[src/rtl/psd_pkg.sv]
package psd_pkg;

   // level codes of one constraint
   typedef enum logic [1:0] {
      LV_LOW  = 2'b00,
      LV_HIGH = 2'b01,
      LV_ANY  = 2'b10
   } lvl_t;

   // outcome of evaluating one sample against one constraint
   typedef enum logic [1:0] {
      EV_HOLD    = 2'b00,  // still inside the constraint
      EV_DONE    = 2'b01,  // passed, this sample consumed
      EV_HANDOFF = 2'b10,  // passed, this sample belongs to the next one
      EV_FAIL    = 2'b11   // constraint broken
   } ev_t;

endpackage

[src/rtl/psd_cons_sel.sv]
module psd_cons_sel #(
   parameter int N_CONS = 4,
   parameter int CNT_W  = 8,
   parameter int IDX_W  = 2,
   parameter logic [N_CONS*2-1:0]     LVL_VEC = '0,
   parameter logic [N_CONS*CNT_W-1:0] MIN_VEC = '0,
   parameter logic [N_CONS*CNT_W-1:0] MAX_VEC = '0
) (
   input  logic [IDX_W-1:0] idx,
   output logic [1:0]       lvl,
   output logic [CNT_W-1:0] wmin,
   output logic [CNT_W-1:0] wmax
);

   always_comb begin
      lvl  = LVL_VEC[1:0];
      wmin = MIN_VEC[CNT_W-1:0];
      wmax = MAX_VEC[CNT_W-1:0];
      for (int k = 0; k < N_CONS; k++) begin
         if (int'(idx) == k) begin
            lvl  = LVL_VEC[k*2 +: 2];
            wmin = MIN_VEC[k*CNT_W +: CNT_W];
            wmax = MAX_VEC[k*CNT_W +: CNT_W];
         end
      end
   end

endmodule

[src/rtl/psd_eval.sv]
module psd_eval
   import psd_pkg::*;
#(
   parameter int CNT_W = 8
) (
   input  logic [1:0]       lvl,
   input  logic [CNT_W-1:0] wmin,
   input  logic [CNT_W-1:0] wmax,
   input  logic [CNT_W-1:0] cnt,
   input  logic             sample,
   output ev_t              ev,
   output logic [CNT_W:0]   nxt_cnt
);

   logic exact;
   logic lvl_hit;

   assign exact   = (wmin == wmax);
   assign lvl_hit = (sample == lvl[0]);
   assign nxt_cnt = {1'b0, cnt} + 1'b1;

   always_comb begin
      ev = EV_HOLD;
      if (lvl == LV_ANY) begin
         if (nxt_cnt >= {1'b0, wmin}) ev = EV_DONE;
      end else if (exact) begin
         if (!lvl_hit)                        ev = EV_FAIL;
         else if (nxt_cnt == {1'b0, wmax})    ev = EV_DONE;
      end else begin
         if (lvl_hit) begin
            if (nxt_cnt > {1'b0, wmax})       ev = EV_FAIL;
         end else if (cnt >= wmin) begin
            ev = EV_HANDOFF;
         end else begin
            ev = EV_FAIL;
         end
      end
   end

endmodule

[src/rtl/psd_ctrl.sv]
module psd_ctrl
   import psd_pkg::*;
#(
   parameter int N_CONS = 4,
   parameter int CNT_W  = 8,
   parameter int IDX_W  = 2
) (
   input  logic             clk,
   input  logic             rst_n,
   input  logic             start_pulse,
   input  ev_t              ev_cur,
   input  logic [CNT_W:0]   nc_cur,
   input  ev_t              ev_nxt,
   input  logic [CNT_W:0]   nc_nxt,
   output logic             busy,
   output logic [IDX_W-1:0] idx,
   output logic [CNT_W-1:0] cnt,
   output logic             detected,
   output logic             mismatch
);

   localparam logic [IDX_W-1:0] LAST_IDX = IDX_W'(N_CONS - 1);

   logic is_last;
   assign is_last = (idx == LAST_IDX);

   always_ff @(posedge clk or negedge rst_n) begin
      if (!rst_n) begin
         busy     <= 1'b0;
         idx      <= '0;
         cnt      <= '0;
         detected <= 1'b0;
         mismatch <= 1'b0;
      end else begin
         detected <= 1'b0;
         mismatch <= 1'b0;
         if (!busy) begin
            if (start_pulse) begin
               busy <= 1'b1;
               idx  <= '0;
               cnt  <= '0;
            end
         end else begin
            unique case (ev_cur)
               EV_HOLD: cnt <= nc_cur[CNT_W-1:0];
               EV_FAIL: begin
                  mismatch <= 1'b1;
                  busy     <= 1'b0;
                  idx      <= '0;
                  cnt      <= '0;
               end
               EV_DONE: begin
                  cnt <= '0;
                  if (is_last) begin
                     detected <= 1'b1;
                     busy     <= 1'b0;
                     idx      <= '0;
                  end else begin
                     idx <= idx + 1'b1;
                  end
               end
               EV_HANDOFF: begin
                  if (is_last) begin
                     detected <= 1'b1;
                     busy     <= 1'b0;
                     idx      <= '0;
                     cnt      <= '0;
                  end else if (ev_nxt == EV_FAIL) begin
                     mismatch <= 1'b1;
                     busy     <= 1'b0;
                     idx      <= '0;
                     cnt      <= '0;
                  end else begin
                     idx <= idx + 1'b1;
                     cnt <= nc_nxt[CNT_W-1:0];
                  end
               end
               default: cnt <= cnt;
            endcase
         end
      end
   end

endmodule

[src/rtl/psd_detector.sv]
module psd_detector
   import psd_pkg::*;
#(
   parameter int N_CONS    = 4,
   parameter int CNT_W     = 8,
   parameter bit SIG_VALID = 1'b1,
   // constraint k occupies slice k; index 0 is checked first
   parameter logic [N_CONS*2-1:0]     LVL_VEC = {2'b01, 2'b10, 2'b00, 2'b01},
   parameter logic [N_CONS*CNT_W-1:0] MIN_VEC = {8'd1, 8'd2, 8'd2, 8'd3},
   parameter logic [N_CONS*CNT_W-1:0] MAX_VEC = {8'd3, 8'd2, 8'd4, 8'd3}
) (
   input  logic clk,
   input  logic rst_n,
   input  logic mon_sig,
   input  logic start_pulse,
   output logic detected,
   output logic mismatch,
   output logic hit_valid
);

   localparam int IDX_W = (N_CONS > 1) ? $clog2(N_CONS) : 1;

   // elaboration-time parameter checks
   if (N_CONS < 1) begin : g_bad_n
      $error("psd_detector: N_CONS must be at least 1");
   end
   if (CNT_W < 2) begin : g_bad_w
      $error("psd_detector: CNT_W must be at least 2");
   end
   for (genvar k = 0; k < N_CONS; k++) begin : g_chk
      localparam logic [1:0]       LV = LVL_VEC[k*2 +: 2];
      localparam logic [CNT_W-1:0] MN = MIN_VEC[k*CNT_W +: CNT_W];
      localparam logic [CNT_W-1:0] MX = MAX_VEC[k*CNT_W +: CNT_W];
      if (LV == 2'b11) begin : g_bad_lvl
         $error("psd_detector: level code 2'b11 is reserved");
      end
      if (MN == '0 || MN > MX) begin : g_bad_rng
         $error("psd_detector: width needs 1 <= min <= max");
      end
      if (k > 0) begin : g_follow
         localparam logic [1:0]       PLV = LVL_VEC[(k-1)*2 +: 2];
         localparam logic [CNT_W-1:0] PMN = MIN_VEC[(k-1)*CNT_W +: CNT_W];
         localparam logic [CNT_W-1:0] PMX = MAX_VEC[(k-1)*CNT_W +: CNT_W];
         if (PLV != 2'b10 && PMN != PMX && (LV == 2'b10 || MN == MX) && MN < 2)
         begin : g_bad_follow
            $error("psd_detector: a constraint after a ranged level needs min >= 2");
         end
      end
   end

   logic             busy_w;
   logic [IDX_W-1:0] idx_w;
   logic [IDX_W-1:0] idx_nxt;
   logic [CNT_W-1:0] cnt_w;
   logic [1:0]       lvl_cur, lvl_nxt;
   logic [CNT_W-1:0] min_cur, min_nxt;
   logic [CNT_W-1:0] cur_max, max_nxt;
   ev_t              ev_cur, ev_nxt;
   logic [CNT_W:0]   nc_cur, nc_nxt;

   assign idx_nxt = (int'(idx_w) < N_CONS - 1) ? idx_w + 1'b1 : idx_w;

   psd_cons_sel #(
      .N_CONS(N_CONS), .CNT_W(CNT_W), .IDX_W(IDX_W),
      .LVL_VEC(LVL_VEC), .MIN_VEC(MIN_VEC), .MAX_VEC(MAX_VEC)
   ) u_sel_cur (
      .idx(idx_w), .lvl(lvl_cur), .wmin(min_cur), .wmax(cur_max)
   );

   psd_cons_sel #(
      .N_CONS(N_CONS), .CNT_W(CNT_W), .IDX_W(IDX_W),
      .LVL_VEC(LVL_VEC), .MIN_VEC(MIN_VEC), .MAX_VEC(MAX_VEC)
   ) u_sel_nxt (
      .idx(idx_nxt), .lvl(lvl_nxt), .wmin(min_nxt), .wmax(max_nxt)
   );

   psd_eval #(.CNT_W(CNT_W)) u_eval_cur (
      .lvl(lvl_cur), .wmin(min_cur), .wmax(cur_max), .cnt(cnt_w),
      .sample(mon_sig), .ev(ev_cur), .nxt_cnt(nc_cur)
   );

   // first-sample view of the following constraint, used on handoff
   psd_eval #(.CNT_W(CNT_W)) u_eval_nxt (
      .lvl(lvl_nxt), .wmin(min_nxt), .wmax(max_nxt), .cnt('0),
      .sample(mon_sig), .ev(ev_nxt), .nxt_cnt(nc_nxt)
   );

   psd_ctrl #(.N_CONS(N_CONS), .CNT_W(CNT_W), .IDX_W(IDX_W)) u_ctrl (
      .clk(clk), .rst_n(rst_n), .start_pulse(start_pulse),
      .ev_cur(ev_cur), .nc_cur(nc_cur), .ev_nxt(ev_nxt), .nc_nxt(nc_nxt),
      .busy(busy_w), .idx(idx_w), .cnt(cnt_w),
      .detected(detected), .mismatch(mismatch)
   );

   if (SIG_VALID) begin : g_tag_valid
      assign hit_valid = detected;
   end else begin : g_tag_invalid
      assign hit_valid = 1'b0;
   end

endmodule

[config.mk]
export PLATFORM = sky130hd
export DESIGN_NAME = psd_detector
export DESIGN_NICKNAME = d
export VERILOG_FILES = /design/src/rtl/psd_pkg.sv /design/src/rtl/psd_cons_sel.sv /design/src/rtl/psd_eval.sv /design/src/rtl/psd_ctrl.sv /design/src/rtl/psd_detector.sv
export SDC_FILE = /design/constraint.sdc
export NUM_CORES = 1
export LEC_CHECK = 0
export BUFFER_PORTS_ARGS = -buffer_cell sky130_fd_sc_hd__buf_2
export CELL_PAD_IN_SITES_DETAIL_PLACEMENT = 2
export CELL_PAD_IN_SITES_GLOBAL_PLACEMENT = 2
export CORE_MARGIN = 5
export CORE_UTILIZATION = 34
export CTS_CLUSTER_DIAMETER = 200
export DETAILED_ROUTE_END_ITERATION = 12
export GPL_ROUTABILITY_DRIVEN = 0
export GPL_TIMING_DRIVEN = 0
export PLACE_DENSITY = 0.81
export SYNTH_ARGS = -nofsm -noshare
export SYNTH_HDL_FRONTEND = slang
export SYNTH_SLANG_ARGS = --single-unit
[constraint.sdc]
create_clock -name clk -period 3.1 [get_ports clk]
set_input_delay 0.31 -clock clk [delete_from_list [all_inputs] [get_ports clk]]
set_output_delay 0.31 -clock clk [all_outputs]
set_load 0.01 [all_outputs]
==> impl_metrics.py, run 1 <==
metrics = {
    "clock_tree": {
        "clkTransAtPathRegs_ns": 0.10,
        "numCtsBuffers": 3,
        "cts_buffer_depth": 2,
        "htreeDepth": 1,
        "insertion_delay_ns": 0.30,
        "cts_sinks": 13,
        "cts_root_buf": "clkbuf_4",
        "cts_tree": "yes",
    },
    "detailed_routing": {
        "via_count": 1243,
        "drcViolationCount": 0,
        "drt_first_iter_violations": 73,
        "top_layer": "met4",
        "wl_met3_um": 258,
        "met2WireLength_mm": 3.194,
        "wire_per_inst_um": 27.21,
        "dr.pass1.iters": 4,
        "wl_met1_mm": 2.288,
        "via_per_inst": 5.702,
        "routed_wl_mm": 5.932,
        "ant_nets": 0,
    },
    "logic_synthesis": {
        "synthFlopType": "dfrtp_1",
        "avgSynthCellArea_um2": 9.389,
        "async_reset_ff_share_pct": 100.0,
        "syn_area_um2": 1174,
        "yosys_warnings": 0,
        "yosysTopAreaCell": "dfrtp_1",
        "ys_seq_elements": 13,
        "synthTopCellsByArea": "dfrtp_1 28%, ha_1 18%, o21ai_0 3.8%",
        "synth_edf_count": 0,
        "syn_nets": 146,
        "synth-seq-area-share_pct": 27.72,
        "syn_inst": 125,
        "synth_top_area_share_pct": 27.72,
        "synth.distinct_cells": 44,
    },
    "power": {
        "pwr-share-comb_pct": 78.1,
        "power.switching_mw": 0.6897,
        "p_per_area_nw_per_um2": 808.4,
        "leakage_nw": 0.8103,
        "clockPowerShare_pct": 7.9,
        "intPower_mw": 0.8336,
        "totalPowerFinal_mw": 1.523,
        "pwr-share-seq_pct": 14.1,
        "p_sw_share_pct": 45.28,
        "vdd_drop_max_mv": 0.5487,
    },
    "timing": {
        "rsz0062_at_grt": "yes",
        "final.setup_skew_ns": 0.008287,
        "setup_viol": 9,
        "fmax_mhz": 290.9,
        "final_hold_viol_count": 0,
        "slew_headroom_pct": 36.42,
        "fin_crit_ns": 3.437,
        "timing.hold.ws_ns": 0.4531,
        "setup_slack_ns": -0.3370,
        "worstMarginPinSlew_ns": 0.9502,
        "finalCritPeriodShare_pct": 110.9,
        "final_max_slew_viol_count": 0,
    },
    "status": {
        "status": "finished with violations",
        "failed_checks": "negative setup slack",
    },
    "setup_path": {
        "critPathKind": "reg -> reg",
        "cp-end-kind": "register",
        "required_ns": 3.28,
        "cp.arrival_ns": 3.62,
        "crit_path_start_kind": "register",
        "critPathMaxFanout": 4,
    },
    "floorplan": {
        "num_rows": 21,
        "core_area_um2": 3337,
        "die_w_um": 68.75,
        "ioPinCount": 7,
        "dieArea_um2": 4727,
        "initial_core_util_pct": 35.17,
        "dieHeight_um": 68.75,
    },
    "layout": {
        "fin_nets": 194,
        "ff_latch_area_um2": 330.3,
        "multiInputGateArea_um2": 1059,
        "fillCellCount": 330,
        "drive_gt1_share_pct": 56.98,
        "area_growth_pct": 60.55,
        "diodes": 0,
    },
    "global_route": {
        "grt_start_max_net_pins": 14,
        "first_global_vias": 1365,
        "overflow": 0,
        "grt_pass1_wl_mm": 7.527,
        "grt_antenna_before_repair": 0,
        "grt_usage_pct": 22.65,
    },
    "flow_run": {
        "drv_cap": 0,
    },
    "placed_design": {
        "place_ws_ns": -0.4618,
        "numPortBuffers": 6,
        "dp_hpwl_mm": 2.553,
    },
    "min_path": {
        "hp-class": "in -> async",
    },
}
-- stage by stage --
stage	instance area, um^2	utilization [%]	cells	setup TNS (ns)
floorplan	1231	-	125	-0.01159
global placement	1319	39.52	177	-0.8959
detailed placement	1319	39.52	177	-2.491
CTS	1653	49.53	206	-0.2418
global route	1884	56.47	218	-1.885
finish	1884	56.47	218	-0.8831
-- power by group through the flow --
stage	registers (mW)	logic, mW	clock network [mW]
floorplan	0.214	0.406	0
global placement	0.217	0.499	0
global route	0.216	1.26	0.128
detailed placement	0.218	0.540	0
CTS	0.208	0.835	0.116
finish	0.214	1.19	0.120
-- flip-flops by register name, summed over array words and instances, names as in the netlist --
register and cells:
u_ctrl.mismatch 1, u_ctrl.detected 1, u_ctrl.idx 2, u_ctrl.busy 1, u_ctrl.cnt 8
-- cell usage in the layout, fill, tap and decap left out, types with 3 or more instances in the layout --
cell,netlist,final
o21ai_1,0,6
ha_1,17,7
dfrtp_2,0,4
o31ai_1,3,3
dfrtp_1,13,9
buf_2,1,7
buf_6,2,5
buf_4,1,34
nor2_1,7,5
nand3_1,6,5
clkbuf_4,0,3
nand2_1,6,4
inv_1,12,6
ha_4,0,10
inv_2,0,4
-- critical path: stages (launching register included) --
cell and delay [ns]:
dfrtp_1 0.39, buf_6 0.13, and3_4 0.18, a2111o_1 0.46
a2111oi_4 0.41, buf_4 0.22, a41oi_4 0.14, or2_4 0.32
ha_4 0.17, and2b_1 0.23, o2111a_1 0.23, a211o_4 0.13
mux2_4 0.31
-- layout make-up --
| cell class | count | share of cell area (%) |
|---|---|---|
| Buffer | 4 | 1.461 |
| Multi-Input combinational cell | 95 | 56.18 |
| Sequential cell | 13 | 17.53 |
| Tap cell | 46 | 3.054 |
| Clock buffer | 4 | 1.394 |
| Timing Repair Buffer | 44 | 17.66 |
| Inverter | 12 | 2.722 |
-- final timing paths --
path | startpoint | to | slack (ns) | cells past startpoint
min in group clk | start_pulse | u_ctrl.busy | 0.55 | 3
min | rst_n | u_ctrl.cnt[6] | 0.45 | 2
min reg2reg | u_ctrl.cnt[7] | u_ctrl.cnt[7] | 0.62 | 1
max in group asynchronous | rst_n | u_ctrl.cnt[0] | 2.38 | 2
max | u_ctrl.cnt[2] | u_ctrl.idx[1] | -0.34 | 12
max reg2reg | u_ctrl.cnt[2] | u_ctrl.idx[1] | -0.34 | 12
-- cells in the mapped netlist, types with 2 or more instances --
cell      count
o21ai_0       9
a31oi_1       5
nor3b_1       2
nor2_1        7
nor4_1        2
nand2_1       6
xor2_1        3
dfrtp_1      13
o31ai_1       3
buf_6         2
mux2i_1       2
xnor2_1       3
a21oi_1       3
inv_1        12
ha_1         17
o2111a_1      2
nand3_1       6
clkbuf_1      2
-- cells by family after synthesis --
group,synth area share [%]
AND/OR/NAND/NOR,16.85
AO/OA/AOI/OAI,22.39
buffers and inverters,7.462
adder cells (fa/ha/maj),18.12
flip-flops,27.72
XOR/XNOR,4.478
multiplexers,2.985
-- timing repair --
item | 4_1_cts | 5_1_grt
gates cloned | 0 | 1
pin swaps | 15 | 15
endpoints found under the setup margin | 9 | 11
hold buffers | 1 | 0
gates resized for setup | 27 | 31
setup buffers | 25 | 13
endpoints found under the hold margin | 13 | 0
-- layer usage --
| layer | up-vias | track usage [%] |
|---|---|---|
| met4 | 0 | 7.543 |
| met5 | - | 0 |
| met3 | 21 | 5.024 |
| met1 | 627 | 23.94 |
| li1 | 549 | - |
| met2 | 46 | 43.62 |
Power figures use the tool's default switching activity.
==> inputs of run 2 (changes only) <==
--- a/config.mk
+++ b/config.mk
@@ -6,15 +6,15 @@
 export NUM_CORES = 1
 export LEC_CHECK = 0
 export BUFFER_PORTS_ARGS = -buffer_cell sky130_fd_sc_hd__buf_2
-export CELL_PAD_IN_SITES_DETAIL_PLACEMENT = 2
-export CELL_PAD_IN_SITES_GLOBAL_PLACEMENT = 2
+export CELL_PAD_IN_SITES_DETAIL_PLACEMENT = 0
+export CELL_PAD_IN_SITES_GLOBAL_PLACEMENT = 1
 export CORE_MARGIN = 5
-export CORE_UTILIZATION = 34
+export CORE_UTILIZATION = 42
 export CTS_CLUSTER_DIAMETER = 200
 export DETAILED_ROUTE_END_ITERATION = 12
 export GPL_ROUTABILITY_DRIVEN = 0
 export GPL_TIMING_DRIVEN = 0
-export PLACE_DENSITY = 0.81
+export PLACE_DENSITY = 0.82
 export SYNTH_ARGS = -nofsm -noshare
 export SYNTH_HDL_FRONTEND = slang
 export SYNTH_SLANG_ARGS = --single-unit
==> impl_metrics.py, run 2 (synthesis results as in run 1) <==
metrics = {
    "timing": {
        "final.setup_skew_ns": 0.005360,
        "final_max_slew_viol_count": 0,
        "fin_crit_ns": 3.260,
        "setup_tns_ns": -0.2618,
        "slew_headroom_pct": 55.43,
        "setup_slack_ns": -0.1603,
        "rsz0062_at_grt": "yes",
        "setup_viol": 2,
        "final_hold_viol_count": 0,
        "fmax_mhz": 306.7,
        "finalCritPeriodShare_pct": 105.2,
        "timing.hold.ws_ns": 0.4350,
        "worstMarginPinSlew_ns": 0.6661,
    },
    "floorplan": {
        "die_w_um": 62.86,
        "dieHeight_um": 62.86,
        "ioPinCount": 7,
        "core_area_um2": 2710,
        "dieArea_um2": 3951,
        "num_rows": 19,
        "initial_core_util_pct": 43.31,
    },
    "clock_tree": {
        "cts_tree": "yes",
        "clkTransAtPathRegs_ns": 0.09,
        "cts_root_buf": "clkbuf_4",
        "htreeDepth": 1,
        "cts_sinks": 13,
        "insertion_delay_ns": 0.29,
        "cts_buffer_depth": 2,
        "numCtsBuffers": 3,
    },
    "setup_path": {
        "cp.arrival_ns": 3.44,
        "reg2reg_from": "u_ctrl.idx[0]",
        "cp-end-kind": "register",
        "critPathMaxFanout": 3,
        "critPathKind": "reg -> reg",
        "required_ns": 3.28,
        "startpoint": "u_ctrl.idx[0]",
        "crit_path_start_kind": "register",
    },
    "global_route": {
        "first_global_vias": 1135,
        "overflow": 0,
        "grt_usage_pct": 16.39,
        "grt_start_max_net_pins": 14,
        "grt_antenna_before_repair": 0,
        "grt_pass1_wl_mm": 5.237,
    },
    "layout": {
        "ff_latch_area_um2": 329.1,
        "fin_nets": 188,
        "largest_reg_flops": 8,
        "final_cell_area_um2": 1683,
        "top_register": "u_ctrl.cnt",
        "top_regs": "u_ctrl.cnt x8, u_ctrl.idx x2",
        "diodes": 0,
        "fillCellCount": 231,
        "area_growth_pct": 43.39,
        "final_cell_mix": "32 x buf_4, 10 x dfrtp_1, 8 x ha_1",
        "layout_commonest_cell": "buf_4",
        "multiInputGateArea_um2": 940.9,
        "drive_gt1_share_pct": 48.80,
    },
    "detailed_routing": {
        "drt_first_iter_violations": 77,
        "drcViolationCount": 0,
        "wire_per_inst_um": 16.59,
        "dr.pass1.iters": 4,
        "routed_wl_mm": 3.268,
        "via_per_inst": 5.736,
        "via_count": 1130,
        "ant_nets": 0,
    },
    "status": {
        "status": "finished with violations",
        "failed_checks": "negative setup slack",
    },
    "power": {
        "p_per_area_nw_per_um2": 712.9,
        "totalPowerFinal_mw": 1.200,
        "leakage_nw": 0.7594,
        "vdd_drop_max_mv": 0.5280,
    },
    "flow_run": {
        "drv_cap": 0,
    },
    "min_path": {
        "hp-class": "in -> async",
    },
    "placed_design": {
        "dp_hpwl_mm": 1.921,
        "place_ws_ns": -0.2767,
        "numPortBuffers": 6,
        "placed_area_um2": 1300,
    },
}
-- run 2: cell types whose count changed in the layout (fill, tap and decap cells not counted), sizes merged --
cell,previous run,this run
inv,11,12
clkinvlp,1,0
buf,46,40
-- run 2: power breakdown --
group | internal [mW] | total [mW] | switching [mW]
registers | 0.193 | 0.208 | 0.0157
clock network | 0.0501 | 0.115 | 0.0648
logic | 0.457 | 0.877 | 0.420
total | 0.699 | 1.20 | 0.500
-- run 2: path summary, 6_finish.rpt --
check                      depth (start not counted)       endpoint  slack [ns]
max                                               14  u_ctrl.idx[1]       -0.16
min                                                2  u_ctrl.cnt[4]        0.44
max reg2reg                                       14  u_ctrl.idx[1]       -0.16
min reg2reg                                        1  u_ctrl.cnt[6]        0.59
max in group asynchronous                          2  u_ctrl.cnt[0]        2.39
min in group clk                                   4  u_ctrl.cnt[5]        0.44
-- run 2: area by class of cell --
class | instances | area share (%)
Buffer | 4 | 1.636
Clock buffer | 4 | 1.561
Inverter | 12 | 2.825
Multi-Input combinational cell | 95 | 55.91
Sequential cell | 13 | 19.55
Tap cell | 31 | 2.305
Timing Repair Buffer | 38 | 16.21
-- run 2: critical path, stage by stage (launching register included) --
cell      delay, ns
dfrtp_1        0.40
inv_2          0.07
ha_4           0.29
inv_4          0.05
ha_4           0.26
nor2b_2        0.04
o2111a_1       0.24
or3_1          0.33
a41oi_2        0.24
or2_4          0.19
ha_4           0.14
and2b_1        0.19
o2111a_1       0.12
a211o_2        0.30
mux2_4         0.30
-- run 2: timing repair --
item,CTS,global route
endpoints found under the setup margin,7,9
gates cloned,0,1
hold buffers,1,0
gates resized for setup,15,17
hold endpoints to repair,13,0
pin swaps,6,7
buffers inserted,17,14
-- run 2: routing by layer --
layer  part of all wire [%]  wire length (um)  GRT usage (%)  vias up
li1                       -                 -              -      537
met1                     39              1273          18.09      543
met2                     54              1777          29.10       36
met3                    3.3               108          3.957       14
met4                    3.4               110          7.427        0
met5                      0                 0              0        -
-- run 2: through the flow --
| stage | instances | util [%] |
|---|---|---|
| floorplan | 125 | - |
| global placement | 162 | 47.97 |
| detailed placement | 162 | 47.97 |
| CTS | 183 | 55.49 |
| global route | 197 | 62.10 |
| finish | 197 | 62.10 |
==> inputs of run 3 (changes only) <==
--- a/config.mk
+++ b/config.mk
@@ -9,7 +9,7 @@
 export CELL_PAD_IN_SITES_DETAIL_PLACEMENT = 0
 export CELL_PAD_IN_SITES_GLOBAL_PLACEMENT = 1
 export CORE_MARGIN = 5
-export CORE_UTILIZATION = 42
+export CORE_UTILIZATION = 44
 export CTS_CLUSTER_DIAMETER = 200
 export DETAILED_ROUTE_END_ITERATION = 12
 export GPL_ROUTABILITY_DRIVEN = 0
==> constraint.sdc (replaced) <==
create_clock -name clk -period 3.66 [get_ports clk]
set_input_delay 0.366 -clock clk [delete_from_list [all_inputs] [get_ports clk]]
set_output_delay 0.366 -clock clk [all_outputs]
set_load 0.01 [all_outputs]
==> impl_metrics.py, run 3 (synthesis results as in run 1) <==
metrics = {
    "floorplan": {
        "core_area_um2": 2522,
        "ioPinCount": 7,
        "dieHeight_um": 61.65,
        "die_w_um": 61.65,
        "num_rows": 18,
        "dieArea_um2": 3800,
        "initial_core_util_pct": 46.53,
    },
    "clock_tree": {
        "cts_buffer_depth": 2,
        "cts_sinks": 13,
        "htreeDepth": 1,
        "numCtsBuffers": 3,
        "insertion_delay_ns": 0.28,
        "clkTransAtPathRegs_ns": 0.09,
        "cts_root_buf": "clkbuf_4",
        "cts_tree": "yes",
    },
    "detailed_routing": {
        "via_per_inst": 5.680,
        "wire_per_inst_um": 14.91,
        "via_count": 960,
        "drt_first_iter_violations": 44,
        "ant_nets": 0,
        "wl_met3_um": 77,
        "dr.pass1.iters": 4,
        "drcViolationCount": 0,
        "routed_wl_mm": 2.519,
        "met2WireLength_mm": 1.267,
        "top_layer": "met4",
        "wl_met1_mm": 1.116,
    },
    "setup_path": {
        "crit_path_start_kind": "register",
        "critPathMaxFanout": 5,
        "critPathKind": "reg -> reg",
        "slowest_stage": "dfrtp_2",
        "required_ns": 3.83,
        "cp-end-kind": "register",
        "slowest_delay_ns": 0.41,
        "cp_cell_sequence": "inv_1 > ha_1 > inv_1 > ha_4 > nor2b_1 > o2111a_1 > or3_1 > a41oi_2 > or2_4 > ha_2 > and2b_1 > o2111a_1 > a211o_2 > mux2_4",
        "cp.arrival_ns": 3.68,
    },
    "placed_design": {
        "numPortBuffers": 6,
        "dp_hpwl_mm": 1.900,
        "place_inst": 161,
    },
    "layout": {
        "area_growth_pct": 13.54,
        "layout_commonest_cell": "ha_1",
        "final_cell_mix": "14 x ha_1, 12 x inv_1, 11 x dfrtp_1",
        "largest_reg_flops": 8,
        "fin_cells": 169,
        "diodes": 0,
        "top_regs": "u_ctrl.cnt x8, u_ctrl.idx x2",
        "drive_gt1_share_pct": 22.30,
        "top_register": "u_ctrl.cnt",
        "fin_nets": 161,
    },
    "flow_run": {
        "drv_cap": 0,
    },
    "min_path": {
        "hp-class": "in -> async",
    },
    "power": {
        "leakage_nw": 0.6114,
        "vdd_drop_max_mv": 0.4667,
        "totalPowerFinal_mw": 0.7075,
        "p_per_area_nw_per_um2": 530.9,
    },
    "timing": {
        "timing.hold.ws_ns": 0.4958,
        "final.setup_skew_ns": 0.003668,
        "slew_headroom_pct": 54.71,
        "setup_viol": 0,
        "fin_crit_ns": 3.514,
        "final_hold_viol_count": 0,
        "fmax_mhz": 284.6,
        "finalCritPeriodShare_pct": 96.00,
        "worstMarginPinSlew_ns": 0.6768,
        "final_max_slew_viol_count": 0,
    },
    "global_route": {
        "first_global_vias": 954,
        "overflow": 0,
        "grt_pass1_wl_mm": 4.305,
        "grt_usage_pct": 15.16,
        "grt_start_max_net_pins": 14,
        "grt_antenna_before_repair": 0,
    },
    "status": {
        "status": "finished, final reports clean",
    },
}
-- run 3: report_power, final --
part | switching [mW] | internal (mW) | leakage [nW] | total (mW)
Clock | 0.0519 | 0.0423 | 0.0150 | 0.0942
Sequential | 0.0162 | 0.163 | 0.174 | 0.179
Combinational | 0.232 | 0.202 | 0.423 | 0.434
Total | 0.300 | 0.407 | 0.611 | 0.707
-- run 3: per-layer routing --
layer,vias up,track usage (%)
li1,483,-
met1,457,16.98
met2,12,27.65
met3,8,4.193
met4,0,4.545
met5,-,0
-- run 3: cell type report --
type,count,area (um^2)
Tap cell,30,37.54
Buffer,6,42.54
Inverter,12,45.04
Timing Repair Buffer,10,62.56
Fill cell,231,1190
Sequential cell,13,327.8
Multi-Input combinational cell,94,790.8
Clock buffer,4,26.28
-- run 3: per-stage QoR --
step	util (%)	setup slack, ns	TNS [ns]	instance area [um^2]
4_1_cts	50.89	0.03041	0	1284
2_1_floorplan	-	0.3331	0	1174
5_1_grt	52.83	-0.005512	-0.005512	1333
3_3_place_gp	49.21	-0.09797	-0.1141	1241
3_5_place_dp	49.21	-0.2045	-0.3223	1241
6_report	52.83	0.1465	0	1333
-- run 3: worst paths after layout --
check	slack, ns	depth (start not counted)	to	from
max	0.15	14	u_ctrl.idx[1]	u_ctrl.idx[1]
min	0.50	2	u_ctrl.cnt[4]	rst_n
max reg2reg	0.15	14	u_ctrl.idx[1]	u_ctrl.idx[1]
min reg2reg	0.57	1	u_ctrl.cnt[7]	u_ctrl.cnt[7]
max in group asynchronous	2.90	2	u_ctrl.idx[1]	rst_n
min in group clk	0.51	4	u_ctrl.cnt[5]	start_pulse
-- run 3: timing repair --
| action | 4_1_cts | 5_1_grt |
|---|---|---|
| setup endpoints to repair | 2 | 4 |
| resized for setup | 3 | 6 |
| hold buffers | 1 | 0 |
| hold endpoints to repair | 13 | 0 |
| buffers inserted | 0 | 3 |
| pin swaps | 0 | 1 |
-- run 3: worst max-delay path: cells and delay by family, from the launching register on --
family / cells / cell delay, ns
adders and majority gates: 3 / 0.80
muxes: 1 / 0.30
DFF: 1 / 0.41
and+or+nand+nor: 4 / 0.79
AOI/OAI and AO/OA: 4 / 0.93
buffers and inverters: 2 / 0.18
